[src/rtl/bspi_pkg.sv]
package bspi_pkg;

    localparam int unsigned BYTE_W = 8;

    typedef logic [BYTE_W-1:0] byte_t;

    typedef enum logic [1:0] {
        A_DATA = 2'd0,
        A_STAT = 2'd1,
        A_CTRL = 2'd2,
        A_NONE = 2'd3
    } reg_addr_e;

    // status bit positions
    localparam int unsigned STAT_RXC = 7;
    localparam int unsigned STAT_TXC = 6;
    localparam int unsigned STAT_DRE = 5;

    // control register occupies the upper bits, msb first
    typedef struct packed {
        logic rxc_ie;
        logic txc_ie;
        logic dre_ie;
        logic rx_en;
        logic tx_en;
    } ctrl_t;

    localparam int unsigned CTRL_W   = $bits(ctrl_t);
    localparam int unsigned CTRL_LSB = BYTE_W - CTRL_W;

endpackage

[src/rtl/bspi_shifter.sv]
module bspi_shifter
    import bspi_pkg::*;
#(
    parameter int unsigned HALF_DIV = 2
) (
    input  logic  clk,
    input  logic  rst_n,
    input  logic  load,
    input  byte_t load_data,
    input  logic  miso,
    output logic  sck,
    output logic  mosi,
    output logic  busy,
    output logic  rx_push,
    output logic  frame_done,
    output byte_t rx_byte
);

    localparam int unsigned CNT_W = (HALF_DIV > 1) ? $clog2(HALF_DIV) : 1;
    localparam logic [CNT_W-1:0] CNT_LAST = CNT_W'(HALF_DIV - 1);
    localparam int unsigned BIT_W = $clog2(BYTE_W);
    localparam logic [BIT_W-1:0] BIT_LAST = BIT_W'(BYTE_W - 1);

    typedef struct packed {
        logic             busy;
        logic             sck;
        logic             samp;
        logic [CNT_W-1:0] cnt;
        logic [BIT_W-1:0] bitn;
        byte_t            shreg;
    } sh_state_t;

    sh_state_t st_d, st_q;

    always_comb begin
        st_d       = st_q;
        rx_push    = 1'b0;
        frame_done = 1'b0;
        if (st_q.busy) begin
            if (st_q.cnt == CNT_LAST) begin
                st_d.cnt = '0;
                if (!st_q.sck) begin
                    // rising edge: capture the slave bit
                    st_d.sck  = 1'b1;
                    st_d.samp = miso;
                    rx_push   = (st_q.bitn == BIT_LAST);
                end else begin
                    // falling edge: advance to the next bit
                    st_d.sck   = 1'b0;
                    st_d.shreg = {st_q.shreg[BYTE_W-2:0], st_q.samp};
                    if (st_q.bitn == BIT_LAST) begin
                        st_d.busy  = 1'b0;
                        st_d.bitn  = '0;
                        frame_done = 1'b1;
                    end else begin
                        st_d.bitn = st_q.bitn + BIT_W'(1);
                    end
                end
            end else begin
                st_d.cnt = st_q.cnt + CNT_W'(1);
            end
        end
        if (load) begin
            st_d.busy  = 1'b1;
            st_d.sck   = 1'b0;
            st_d.cnt   = '0;
            st_d.bitn  = '0;
            st_d.shreg = load_data;
        end
    end

    always_ff @(posedge clk or negedge rst_n) begin
        if (!rst_n) st_q <= '0;
        else        st_q <= st_d;
    end

    assign sck     = st_q.sck;
    assign mosi    = st_q.shreg[BYTE_W-1];
    assign busy    = st_q.busy;
    assign rx_byte = {st_q.shreg[BYTE_W-2:0], miso};

endmodule

[src/rtl/bspi_bufs.sv]
module bspi_bufs
    import bspi_pkg::*;
(
    input  logic  clk,
    input  logic  rst_n,
    input  logic  tx_en,
    input  logic  rx_en,
    input  logic  data_wr,
    input  byte_t wdata,
    input  logic  rx_pop,
    input  logic  rx_flush,
    input  logic  txc_w1c,
    input  logic  txc_ack,
    input  logic  busy,
    input  logic  frame_done,
    input  logic  rx_push,
    input  byte_t rx_byte,
    output logic  load,
    output byte_t load_data,
    output byte_t rx_data,
    output logic  rxc,
    output logic  txc,
    output logic  dre
);

    typedef struct packed {
        logic  tx_full;
        byte_t tx_byte;
        logic  rx_full;
        byte_t rx_hold;
        logic  txc;
    } buf_state_t;

    buf_state_t st_d, st_q;

    always_comb begin
        st_d = st_q;
        // hand the buffered byte to the shifter when it is free or finishing
        load = st_q.tx_full && tx_en && (!busy || frame_done);
        if (load) st_d.tx_full = 1'b0;
        if (data_wr && tx_en && !st_q.tx_full) begin
            st_d.tx_full = 1'b1;
            st_d.tx_byte = wdata;
        end
        // receive side: pop, then a new byte, then a flush has the last word
        if (rx_pop) st_d.rx_full = 1'b0;
        if (rx_push && rx_en) begin
            st_d.rx_full = 1'b1;
            st_d.rx_hold = rx_byte;
        end
        if (rx_flush) st_d.rx_full = 1'b0;
        // frame-finished flag: setting beats clearing
        if (txc_w1c || txc_ack) st_d.txc = 1'b0;
        if (frame_done && !st_q.tx_full) st_d.txc = 1'b1;
    end

    always_ff @(posedge clk or negedge rst_n) begin
        if (!rst_n) st_q <= '0;
        else        st_q <= st_d;
    end

    assign load_data = st_q.tx_byte;
    assign rx_data   = st_q.rx_hold;
    assign rxc       = st_q.rx_full;
    assign txc       = st_q.txc;
    assign dre       = !st_q.tx_full;

endmodule

[src/rtl/bspi_regs.sv]
module bspi_regs
    import bspi_pkg::*;
(
    input  logic       clk,
    input  logic       rst_n,
    input  logic [1:0] addr,
    input  logic       wr_en,
    input  logic       rd_en,
    input  byte_t      wdata,
    input  logic       gie,
    input  logic       rxc,
    input  logic       txc,
    input  logic       dre,
    input  byte_t      rx_data,
    output byte_t      rdata,
    output logic       tx_en,
    output logic       rx_en,
    output logic       data_wr,
    output logic       rx_pop,
    output logic       rx_flush,
    output logic       txc_w1c,
    output logic       irq_rxc,
    output logic       irq_txc,
    output logic       irq_dre
);

    ctrl_t ctrl_d, ctrl_q;
    ctrl_t wr_ctrl;
    byte_t status;
    logic  ctrl_wr;

    always_comb begin
        ctrl_d  = ctrl_q;
        wr_ctrl = ctrl_t'(wdata[BYTE_W-1:CTRL_LSB]);
        ctrl_wr = wr_en && (addr == A_CTRL);
        if (ctrl_wr) ctrl_d = wr_ctrl;

        data_wr  = wr_en && (addr == A_DATA);
        rx_pop   = rd_en && (addr == A_DATA);
        rx_flush = ctrl_wr && !wr_ctrl.rx_en;
        txc_w1c  = wr_en && (addr == A_STAT) && wdata[STAT_TXC];

        status           = '0;
        status[STAT_RXC] = rxc;
        status[STAT_TXC] = txc;
        status[STAT_DRE] = dre;

        unique case (reg_addr_e'(addr))
            A_DATA:  rdata = rx_data;
            A_STAT:  rdata = status;
            A_CTRL:  rdata = {ctrl_q, {CTRL_LSB{1'b0}}};
            default: rdata = '0;
        endcase
    end

    always_ff @(posedge clk or negedge rst_n) begin
        if (!rst_n) ctrl_q <= '0;
        else        ctrl_q <= ctrl_d;
    end

    assign tx_en   = ctrl_q.tx_en;
    assign rx_en   = ctrl_q.rx_en;
    assign irq_rxc = gie && ctrl_q.rxc_ie && rxc;
    assign irq_txc = gie && ctrl_q.txc_ie && txc;
    assign irq_dre = gie && ctrl_q.dre_ie && dre;

endmodule

[src/rtl/bspi_master.sv]
module bspi_master
    import bspi_pkg::*;
#(
    parameter int unsigned HALF_DIV = 2
) (
    input  logic       clk,
    input  logic       rst_n,
    input  logic [1:0] addr,
    input  logic       wr_en,
    input  logic       rd_en,
    input  logic [7:0] wdata,
    output logic [7:0] rdata,
    input  logic       gie,
    input  logic       txc_ack,
    output logic       sck,
    output logic       mosi,
    input  logic       miso,
    output logic       irq_rxc,
    output logic       irq_txc,
    output logic       irq_dre
);

    logic  tx_en, rx_en, data_wr, rx_pop, rx_flush, txc_w1c;
    logic  rxc_flag, txc_flag, dre_flag;
    logic  load, busy, rx_push, frame_done;
    byte_t load_data, rx_data, rx_byte;

    bspi_regs u_regs (
        .clk      (clk),
        .rst_n    (rst_n),
        .addr     (addr),
        .wr_en    (wr_en),
        .rd_en    (rd_en),
        .wdata    (wdata),
        .gie      (gie),
        .rxc      (rxc_flag),
        .txc      (txc_flag),
        .dre      (dre_flag),
        .rx_data  (rx_data),
        .rdata    (rdata),
        .tx_en    (tx_en),
        .rx_en    (rx_en),
        .data_wr  (data_wr),
        .rx_pop   (rx_pop),
        .rx_flush (rx_flush),
        .txc_w1c  (txc_w1c),
        .irq_rxc  (irq_rxc),
        .irq_txc  (irq_txc),
        .irq_dre  (irq_dre)
    );

    bspi_bufs u_bufs (
        .clk        (clk),
        .rst_n      (rst_n),
        .tx_en      (tx_en),
        .rx_en      (rx_en),
        .data_wr    (data_wr),
        .wdata      (wdata),
        .rx_pop     (rx_pop),
        .rx_flush   (rx_flush),
        .txc_w1c    (txc_w1c),
        .txc_ack    (txc_ack),
        .busy       (busy),
        .frame_done (frame_done),
        .rx_push    (rx_push),
        .rx_byte    (rx_byte),
        .load       (load),
        .load_data  (load_data),
        .rx_data    (rx_data),
        .rxc        (rxc_flag),
        .txc        (txc_flag),
        .dre        (dre_flag)
    );

    bspi_shifter #(.HALF_DIV(HALF_DIV)) u_shift (
        .clk        (clk),
        .rst_n      (rst_n),
        .load       (load),
        .load_data  (load_data),
        .miso       (miso),
        .sck        (sck),
        .mosi       (mosi),
        .busy       (busy),
        .rx_push    (rx_push),
        .frame_done (frame_done),
        .rx_byte    (rx_byte)
    );

endmodule

[config.mk]
export PLATFORM = sky130hd
export DESIGN_NAME = bspi_master
export DESIGN_NICKNAME = d
export VERILOG_FILES = /design/src/rtl/bspi_pkg.sv /design/src/rtl/bspi_shifter.sv /design/src/rtl/bspi_bufs.sv /design/src/rtl/bspi_regs.sv /design/src/rtl/bspi_master.sv
export SDC_FILE = /design/constraint.sdc
export NUM_CORES = 1
export LEC_CHECK = 0
export ABC_AREA = 1
export ABC_CLOCK_PERIOD_IN_PS = 1700
export CAP_MARGIN = 20
export CORE_ASPECT_RATIO = 0.75
export CORE_UTILIZATION = 40
export CTS_CLUSTER_SIZE = 30
export DETAILED_ROUTE_END_ITERATION = 10
export GPL_TIMING_DRIVEN = 0
export PLACE_DENSITY_LB_ADDON = 0.3
export SETUP_SLACK_MARGIN = 0.05
export SYNTH_ARGS = -nofsm -noshare
export SYNTH_HDL_FRONTEND = slang
export SYNTH_SLANG_ARGS = --single-unit
export TNS_END_PERCENT = 20
[constraint.sdc]
create_clock -name clk -period 1.7 [get_ports clk]
set_clock_uncertainty 0.05 [all_clocks]
set_input_delay 0.425 -clock clk [delete_from_list [all_inputs] [get_ports clk]]
set_output_delay 0.425 -clock clk [all_outputs]
set_load 0.01 [all_outputs]
==> summary.txt <==
Synth
  – Largest family of logic cells by synthesized area: simple AND/OR/NAND/NOR gates
  – Seq cells post-synth: 39
  – Top-count cell post-synth: nand2_1
  – Synth Area in Adders: 1.27%
  – Ys flop type: dfrtp_1
  – Area contributors post-synth: dfrtp_1 (50%), nand2_1 (16%), inv_1 (7.6%), nand3_1 (4.6%), o21ai_0 (3.6%)
  – Mean area per synthesized cell: 8.04 sq um
  – Synth Area in Simple Gates: 28.9%
  – Syn Inst Count: 245
  – EDFF count, synth: 0
  – Synthesized Nets: 264
  – Synth warnings: 0
  – Unique masters post-synth: 23
  – Xor and xnor area share after synthesis: 0%
  – Post-synth ARST share: 100%
  – Mapped cell area: 0.00197 sq mm
  – Share of the synthesized area in the top cell type: 49.6%
  – Post-synth top cells: nand2_1 (85), inv_1 (40), dfrtp_1 (39), nand3_1 (18)
  – Sequential-to-total area share from yosys stat: 49.6%
  – Post-synthesis mux area share: 0%
  – Synth area leader: dfrtp_1
  – Compound-Gate Fraction of Synth Area: 9.53%

Finish
  – Layout area overhead: 25.5%
  – Footprint of the multi-input gates: 815 sq um
  – Finished layout cell area: 0.00247 sq mm
  – Layout cells sized above 1: 22.9%
  – FILL cells: 467
  – Storage element area: 978 sq um
  – Nets: 311
  – Antenna diodes: 0
  – Fin util: 53.8%

Pwr
  – P_leak: 1.33 nW
  – PwrDens: 1370 mW/mm^2
  – Total power: 3.39 mW
  – Worst vdd ir: 0.000730 V

Floorplanning
  – I/O pin total: 30
  – Die area: 0.00521 sq mm
  – Starting Density: 42.8%
  – Core footprint: 0.00460 sq mm
  – Chip height: 62.8 microns
  – FP Rows: 21
  – DIE WIDTH: 83.0 microns

STA
  – Worst hold slack: 0.197 ns
  – Period minus WS final: 1.61 ns
  – Final setup vio count: 0
  – Tcrit/Tclk final: 94.4%
  – Max Fclk: 623 MHz
  – Setup TNS: 0 ns
  – Unrepaired setup endpoints after global routing: true
  – Relative slew margins: 41.7%
  – Final hold vios: 0
  – Final Slew Violations: 0
  – Worst-Margin Slew: 0.875 ns

Route
  – Final wirelength: 4050 microns
  – Pre-Repair DR Iteration Count: 4
  – Met3 wire len: 182 microns
  – WL met1: 2090 microns
  – Via count: 1,602
  – Iter 0 DRT Violations: 90
  – Mean number of vias per cell: 4.58
  – DRC viols: 0
  – Antenna Nets Post-Route: 0
  – WL per Instance: 11.6 microns
  – Top Layer Used: met4
  – Metal2 WL: 1740 microns

Global route
  – Largest net degree at the start of global routing: 40
  – Gr usage total: 17.3%
  – First-pass GRT wire length: 7120 microns
  – Initial antenna violation count: 0
  – Global route overflow: 0
  – Vias in the first global route: 1,522

Critical path
  – Worst setup EP type: output port
  – WP data arrival: 1.13 ns
  – Worst setup SP type: input pin
  – Worst-path fanout max: 4
  – Required @ worst endpoint: 1.22 ns
  – Crit path kind: in2out

Place
  – Placed Area: 0.00233 sq mm
  – IO Port Bufs: 29
  – RePlAce Congestion: 0.782
  – HPWL after DPL: 2900 microns

Clock network
  – # clock sinks: 39
  – Total CTS buffers: 5
  – CTS max path bufs: 2
  – H-tree depth: 2
  – Hold_buf cts: 0
  – Clock-pin slew on the worst setup and hold paths: 0.08 ns
  – CTS root buf: clkbuf_8
  – Worst-skew pair later-pin latency: 0.29 ns
  – CTS tree: done

Run status
  – Outcome: completed

Job
  – Total of max-cap violations: 0

Hold path
  – Min-delay worst type: in2async
==> repair_timing <==
item | 4_1_cts | 5_1_grt
setup endpoints to repair | 24 | 20
buffers inserted | 10 | 1
gates cloned | 0 | 0
resized for setup | 56 | 14
pin swaps | 4 | 3
==> metrics by stage <==
step | setup WS [ns] | instances
finish | 0.0947 | 350
global route | 0.0410 | 350
CTS | 0.0502 | 349
detailed placement | -0.843 | 331
global placement | -0.818 | 331
floorplan | 0.208 | 245
==> layout make-up <==
| type | instances | share of cell area, % |
|---|---|---|
| buffer | 6 | 2.18 |
| clock buffer | 7 | 3.09 |
| clock inverter | 1 | 0.202 |
| inverter | 42 | 6.38 |
| multi-input combinational | 158 | 32.9 |
| sequential | 39 | 39.6 |
| tap | 57 | 2.88 |
| timing repair buffer | 40 | 12.8 |
==> cells by family after synthesis <==
kind of cell,count (synthesis)
AOI/OAI and AO/OA,29
and+or+nand+nor,127
DFF,39
buffers and inverters,48
adders and majority gates,2
==> power breakdown <==
| part | internal [mW] | switching (mW) | leakage (nW) |
|---|---|---|---|
| combinational | 0.516 | 0.718 | 0.795 |
| sequential | 1.28 | 0.270 | 0.488 |
| clock | 0.288 | 0.313 | 0.0422 |
| total | 2.09 | 1.30 | 1.33 |
==> layer usage <==
| layer | up-vias | GRT usage (%) |
|---|---|---|
| met5 | - | 0 |
| met4 | 0 | 4.74 |
| met3 | 4 | 4.36 |
| met2 | 32 | 26.4 |
| met1 | 717 | 24.3 |
| li1 | 849 | - |
==> worst max-delay path, stage by stage <==
cell      delay (ns)
buf_6           0.10
nor2_4          0.14
buf_6           0.14
nand2_1         0.05
o211ai_1        0.10
buf_2           0.17
==> final timing paths <==
check / startpoint / to / slack [ns] / cells past startpoint
hold / removal: rst_n / u_regs.ctrl_q[3] / 0.20 / 1
min in group clk: u_bufs.rx_data[0] / u_bufs.rx_data[0] / 0.43 / 2
hold reg to reg: u_bufs.rx_data[0] / u_bufs.rx_data[0] / 0.43 / 2
setup reg to reg: u_shift.st_q[8] / u_shift.mosi / 0.14 / 9
max in group asynchronous: rst_n / u_shift.sck / 0.80 / 1
setup / recovery: addr[0] / rdata[5] / 0.09 / 6
==> registers in the layout, indices dropped and copies added (netlist names), 3 cells and up <==
name	cells
u_bufs.load_data	8
u_shift.rx_byte	7
u_bufs.rx_data	8
u_shift.st_q	5
u_regs.ctrl_q	3
==> cells in the final DEF, fill, tap and decap left out, types with 4 or more instances in the layout <==
master / count
o21ai_2: 8
dfrtp_1: 37
nand2_2: 4
clkdlybuf4s50_1: 12
o21ai_0: 14
nor2_1: 12
nand2_1: 83
buf_4: 12
clkbuf_8: 5
inv_2: 4
nand3_1: 18
inv_1: 38
buf_2: 11
buf_6: 6
Note: power is estimated with default switching activity, not from simulation.
